--- config.mk ---
export PLATFORM = sky130hd
export DESIGN_NAME = pwm_phase_bank
export DESIGN_NICKNAME = d
export VERILOG_FILES = /design/src/rtl/pwmb_pkg.sv /design/src/rtl/pwmb_counter.sv /design/src/rtl/pwmb_chan_regs.sv /design/src/rtl/pwmb_chan_out.sv /design/src/rtl/pwm_phase_bank.sv
export SDC_FILE = /design/constraint.sdc
export NUM_CORES = 2
export LEC_CHECK = 0
export BUFFER_PORTS_ARGS = -buffer_cell sky130_fd_sc_hd__buf_4
export CAP_MARGIN = 15
export CORE_MARGIN = 3
export CORE_UTILIZATION = 65
export CTS_BUF_LIST = sky130_fd_sc_hd__clkbuf_16
export CTS_CLUSTER_SIZE = 28
export DETAILED_ROUTE_END_ITERATION = 8
export PLACE_DENSITY_LB_ADDON = 0.3
export SLEW_MARGIN = 20
export SYNTH_ARGS = -nofsm -noshare
export SYNTH_HDL_FRONTEND = slang
export SYNTH_HIERARCHICAL = 1
export SYNTH_SLANG_ARGS = --single-unit
--- constraint.sdc ---
create_clock -name clk -period 5.04 [get_ports clk]
set_clock_uncertainty 0.05 [all_clocks]
set_input_delay 0.252 -clock clk [delete_from_list [all_inputs] [get_ports clk]]
set_output_delay 0.252 -clock clk [all_outputs]
set_load 0.05 [all_outputs]
--- src/rtl/pwmb_pkg.sv ---
package pwmb_pkg;

    localparam int CNT_W    = 12;
    localparam int BYTE_W   = 8;
    localparam int HI_W     = CNT_W - BYTE_W;
    localparam int FLAG_BIT = 4;

    typedef enum logic [1:0] {
        FLD_START_LO = 2'd0,
        FLD_START_HI = 2'd1,
        FLD_STOP_LO  = 2'd2,
        FLD_STOP_HI  = 2'd3
    } field_e;

    typedef struct packed {
        logic             force_on;
        logic             force_off;
        logic [CNT_W-1:0] start_pt;
        logic [CNT_W-1:0] stop_pt;
    } chan_cfg_t;

    localparam chan_cfg_t CFG_RESET = '{
        force_on:  1'b1,
        force_off: 1'b1,
        start_pt:  '0,
        stop_pt:   '0
    };

    // Active level of one channel at a given count (before inversion).
    function automatic logic chan_level(input chan_cfg_t c, input logic [CNT_W-1:0] cnt);
        logic [CNT_W-1:0] pos;
        logic [CNT_W-1:0] span;
        pos  = cnt - c.start_pt;
        span = c.stop_pt - c.start_pt;
        if (c.force_off)
            return 1'b0;
        else if (c.force_on)
            return 1'b1;
        else
            return (pos < span);
    endfunction

    // Merge one byte write into a channel's staged settings.
    function automatic chan_cfg_t merge_write(input chan_cfg_t c, input field_e f,
                                              input logic [BYTE_W-1:0] d);
        chan_cfg_t r;
        r = c;
        case (f)
            FLD_START_LO: begin
                r.start_pt[BYTE_W-1:0] = d;
                r.force_on             = 1'b0;
            end
            FLD_START_HI: begin
                r.start_pt[CNT_W-1:BYTE_W] = d[HI_W-1:0];
                r.force_on                 = d[FLAG_BIT];
            end
            FLD_STOP_LO: begin
                r.stop_pt[BYTE_W-1:0] = d;
                r.force_off           = 1'b0;
            end
            default: begin
                r.stop_pt[CNT_W-1:BYTE_W] = d[HI_W-1:0];
                r.force_off               = d[FLAG_BIT];
            end
        endcase
        return r;
    endfunction

endpackage

--- src/rtl/pwmb_counter.sv ---
module pwmb_counter #(
    parameter int CW = 12
) (
    input  logic          clk,
    input  logic          rst,
    input  logic          tick,
    input  logic          sleep,
    output logic [CW-1:0] count,
    output logic          wrap
);
    localparam logic [CW-1:0] LAST = '1;

    logic step;
    assign step = tick && !sleep;
    assign wrap = step && (count == LAST);

    always_ff @(posedge clk) begin
        if (rst)
            count <= '0;
        else if (step)
            count <= count + 1'b1;
    end
endmodule

--- src/rtl/pwmb_chan_regs.sv ---
module pwmb_chan_regs
    import pwmb_pkg::*;
#(
    parameter int IDX_W = 4,
    parameter int CH_ID = 0
) (
    input  logic              clk,
    input  logic              rst,
    input  logic              wr_en,
    input  logic [IDX_W-1:0]  wr_chan,
    input  field_e            wr_field,
    input  logic [BYTE_W-1:0] wr_data,
    input  logic              load,
    output chan_cfg_t         active
);
    localparam logic [IDX_W-1:0] MY_IDX = CH_ID[IDX_W-1:0];

    chan_cfg_t staged;
    logic      hit;

    assign hit = wr_en && (wr_chan == MY_IDX);

    always_ff @(posedge clk) begin
        if (rst) begin
            staged <= CFG_RESET;
            active <= CFG_RESET;
        end else begin
            if (load)
                active <= staged;
            if (hit)
                staged <= merge_write(staged, wr_field, wr_data);
        end
    end
endmodule

--- src/rtl/pwmb_chan_out.sv ---
module pwmb_chan_out
    import pwmb_pkg::*;
(
    input  chan_cfg_t        cfg,
    input  logic [CNT_W-1:0] count,
    input  logic             sleep,
    input  logic             invert,
    output logic             pin
);
    logic lvl;

    always_comb begin
        lvl = sleep ? 1'b0 : chan_level(cfg, count);
        pin = lvl ^ invert;
    end
endmodule

--- src/rtl/pwm_phase_bank.sv ---
module pwm_phase_bank
    import pwmb_pkg::*;
#(
    parameter  int NUM_CH = 16,
    localparam int IDX_W  = (NUM_CH > 1) ? $clog2(NUM_CH) : 1
) (
    input  logic              clk,
    input  logic              rst,
    input  logic              tick,
    input  logic              sleep,
    input  logic              invert,
    input  logic              wr_en,
    input  logic [IDX_W-1:0]  wr_chan,
    input  logic [1:0]        wr_field,
    input  logic [BYTE_W-1:0] wr_data,
    output logic [NUM_CH-1:0] pwm_out,
    output logic [CNT_W-1:0]  count_out
);
    logic   wrap;
    logic   load;
    field_e field;

    assign field = field_e'(wr_field);
    assign load  = sleep || wrap;

    pwmb_counter #(.CW(CNT_W)) cnt_i (
        .clk   (clk),
        .rst   (rst),
        .tick  (tick),
        .sleep (sleep),
        .count (count_out),
        .wrap  (wrap)
    );

    for (genvar ch = 0; ch < NUM_CH; ch++) begin : g_chan
        chan_cfg_t cfg;

        pwmb_chan_regs #(.IDX_W(IDX_W), .CH_ID(ch)) regs_i (
            .clk      (clk),
            .rst      (rst),
            .wr_en    (wr_en),
            .wr_chan  (wr_chan),
            .wr_field (field),
            .wr_data  (wr_data),
            .load     (load),
            .active   (cfg)
        );

        pwmb_chan_out out_i (
            .cfg    (cfg),
            .count  (count_out),
            .sleep  (sleep),
            .invert (invert),
            .pin    (pwm_out[ch])
        );
    end
endmodule

==> metrics <==
status=finished clean; mux cell area share after synthesis=0.144; crit path DAT=4.60 ns; Slowest cell on crit path=dfxtp_2; Max Clock Freq=about 200 MHz; initial DRC count=3424; Die ar.=88500 sq um; GP Congestion=0.889; Worst setup EP type=primary output; drt total wl=142 mm; Max-slew headroom=0.221; Synth area leaders=dfxtp_1 31%, mux2i_1 14%, ha_1 12%; leakage power total=approximately 26 nW; pre-CTS WS=roughly 0.83 ns; number of global-route vias before repair=between 40k and 50k; Row Count=106; Yosys cell types=89; Final period util=0.972; fin crit period=4.90 ns; # setup viols final=0; CP Max Fanout=10; number of synthesized flops with an enable pin=0; Final ANT Viol Nets=0; Yosys reg bits=approximately 840; simple-gate portion of the synthesized area=0.200; Initial DRT Pass Iterations=6; crit path kind=reg -> out; setup TNS=0 ns; DRC=0; Yosys warning count=6; post-synthesis cell count=around 6.2k; reg2reg setup slack=1.59 ns; Power Density=250 nW/um^2; IO Count=48; cell area after synthesis=between 50000 and 60000 sq um; worst path bufs/invs=2; via count=44.7k; post-synthesis compound-gate area fraction=0.131; worst hold path class=in -> reg; grt total ovfl=0; Post-DP HPWL=between 90 and 100 mm; post-synth top area cell=dfxtp_1; CTS Buf Count=90; Synth Area in Adders=0.131; RSZ-0062 raised after global routing=no; Async SR Flop Fraction=0; Avg Cell Area, Syn=8.96 sq um; fillers=6548; Top delay family on crit path=compound AO/OA/AOI/OAI gates; IO buf count=47; worst setup margin=around 0.14 ns; H-tree depth=3; vias per cell=6.09; Final Max Slew Viols=0; CP required=4.74 ns; Yosys top cell area share=0.306; share of layout cells above drive strength 1=0.0558; Core Box Area=84000 sq um; DR WL/cell=about 19 um; post-synthesis sequential area ratio=0.306; crit start category=register; CTS tree=built; Max VDD drop=approximately 0.28 mV; Worst-path clk slew=0.06 ns; gr usage total=0.310; CP Cell Sequence=buf_4 -> ha_1 -> a21oi_1 -> o21ai_0 -> a41oi_2 -> xnor2_1 -> ha_1 -> and4_1 -> o21ai_0 -> o31ai_1 -> nand3b_1 -> o211ai_1 -> buf_4; CP max stage delay=0.78 ns; initial antenna violation count=3; first-pass GRT wire length=225 mm; Syn-to-layout area delta=7.80%; largest family of logic cells by synthesized area=simple AND/OR/NAND/NOR gates; NumNets Final=6708; XOR/XNOR Fraction of Synth Area=0.0457; Fin Hold WS=0.0230 ns; initial core utilization=0.658; root buffer cell=clkbuf_16; final number of hold-violating endpoints=0; Max Cap Viol=0; Worst-Margin Slew=1.17 ns; largest net degree at the start of global routing=141; Clock Latency Late Sink=0.66 ns; chip width=around 300 um; CTS Buffer Depth=3; syn nets=6744; DIE HEIGHT=about 300 um; clk sinks=~840; main flop type after synthesis=dfxtp_1
==> worst reg2reg max path, stage by stage (launching register included) <==
cell     delay (ns)
dfxtp_2        1.11
nand3_1        0.26
nor4_1         0.31
or2_4          0.68
buf_12         0.46
nor2b_1        0.23
a211o_1        0.24
==> metrics by stage <==
stage | util | area [sq um] | total power [W] | instances
finish | 0.709 | 59500 | 0.0149 | 7335
global route | 0.709 | 59500 | 0.0154 | 7333
CTS | 0.709 | 59500 | 0.0150 | 7332
detailed placement | 0.673 | 56500 | 0.00824 | 7167
global placement | 0.673 | 56500 | 0.00821 | 7167
floorplan | - | 55200 | 0.00782 | 6163
==> power by group <==
group / switching [W] / leakage [nW] / internal [W]
clock: 0.00282 / 1.51 / 0.00396
sequential: 0.0000363 / 6.81 / 0.00670
combinational: 0.000858 / 17.6 / 0.000523
==> what timing repair did <==
action / in CTS / in global routing
resized for setup: 0 / 6
hold buffers: 1 / 0
hold endpoints to repair: 1 / 0
buffers inserted: 0 / 1
endpoints found under the setup margin: 0 / 7
==> synthesized netlist by cell type (14+ instances only) <==
cell,count
nor4_1,29
clkbuf_1,98
nand3b_1,17
nand4_1,43
mux2i_1,792
o21bai_1,22
xor2_1,103
buf_2,73
a21o_1,50
o21ai_1,16
nor2_1,597
o31ai_1,27
o311ai_0,29
inv_1,328
ha_1,529
and3_1,31
and2_1,27
o21ai_2,15
o31a_1,23
a211oi_1,64
nor2b_1,95
o21ai_0,196
nand2b_1,558
nand4b_1,17
or3_1,28
xnor2_1,161
nor4b_1,14
nor3_1,140
o211ai_1,38
dfxtp_1,844
clkbuf_2,17
buf_6,15
fa_1,32
a211o_1,45
nor4_4,24
o21a_1,71
a2111oi_0,23
or4_1,21
a311o_1,15
nand3_1,94
nand2_1,242
a21oi_1,389
==> cell type report <==
cell class                      instances  area [sq um]  area share
Sequential cell                       844         16900       0.284
Multi-Input combinational cell       4770         36000       0.605
Clock inverter                         69           611      0.0103
Clock buffer                           95          2380      0.0399
Inverter                              330          1240      0.0208
Tap cell                             1134          1420      0.0238
Timing Repair Buffer                   91           938      0.0158
Antenna cell                            2          5.00   0.0000840
==> sequential cells by signal (all words and copies together) (netlist names) <==
name / flops
cnt_i/count: 12
g_chan.regs_i/active: 416
g_chan.regs_i/staged: 416
==> per-layer routing <==
metal	vias up	wire, um	global-route usage	share of wire
met5	-	13	0	0.000091
met3	324	9400	0.0393	0.066
met1	21200	61600	0.411	0.43
li1	21800	-	-	-
met2	1309	65700	0.518	0.46
met4	2	5410	0.113	0.038
==> cells in the final DEF, fill, tap and decap left out, types with 19 or more instances in the layout <==
| master | Yosys | routed |
|---|---|---|
| a2111oi_0 | 23 | 22 |
| a211o_1 | 45 | 45 |
| a211oi_1 | 64 | 64 |
| a21o_1 | 50 | 50 |
| a21oi_1 | 389 | 388 |
| and2_1 | 27 | 27 |
| and3_1 | 31 | 31 |
| buf_4 | 8 | 70 |
| clkbuf_16 | 0 | 95 |
| clkinv_1 | 0 | 19 |
| dfxtp_1 | 844 | 832 |
| fa_1 | 32 | 32 |
| ha_1 | 529 | 529 |
| inv_1 | 328 | 346 |
| mux2i_1 | 792 | 792 |
| nand2_1 | 242 | 242 |
| nand2b_1 | 558 | 558 |
| nand3_1 | 94 | 94 |
| nand4_1 | 43 | 43 |
| nor2_1 | 597 | 597 |
| nor2b_1 | 95 | 95 |
| nor3_1 | 140 | 140 |
| nor4_1 | 29 | 29 |
| nor4_4 | 24 | 24 |
| o211ai_1 | 38 | 38 |
| o21a_1 | 71 | 71 |
| o21ai_0 | 196 | 196 |
| o21bai_1 | 22 | 22 |
| o311ai_0 | 29 | 29 |
| o31a_1 | 23 | 23 |
| o31ai_1 | 27 | 27 |
| or3_1 | 28 | 28 |
| or4_1 | 21 | 21 |
| xnor2_1 | 161 | 161 |
| xor2_1 | 103 | 103 |
==> path summary, 6_finish.rpt <==
| check | to | startpoint | cells after the start |
|---|---|---|---|
| max | pwm_out[6] | cnt_i/count[6]$_SDFFE_PP0P_ | 13 |
| min reg2reg | g_chan[5].regs_i/active[25]$_SDFFE_PP1P_ | g_chan[5].regs_i/staged[25]$_SDFFE_PP1P_ | 1 |
| max reg2reg | g_chan[10].regs_i/active[24]$_SDFFE_PP1P_ | cnt_i/count[8]$_SDFFE_PP0P_ | 6 |
| min | g_chan[10].regs_i/active[9]$_SDFFE_PP0P_ | rst | 2 |
==> kinds of logic after synthesis <==
kind of cell,count (synthesis)
AOI/OAI and AO/OA,1106
xor gates and xnor gates,277
adders and majority gates,561
buffers and inverters,549
DFF,844
muxes,794
and+or+nand+nor,2032
Power figures use the tool's default switching activity.
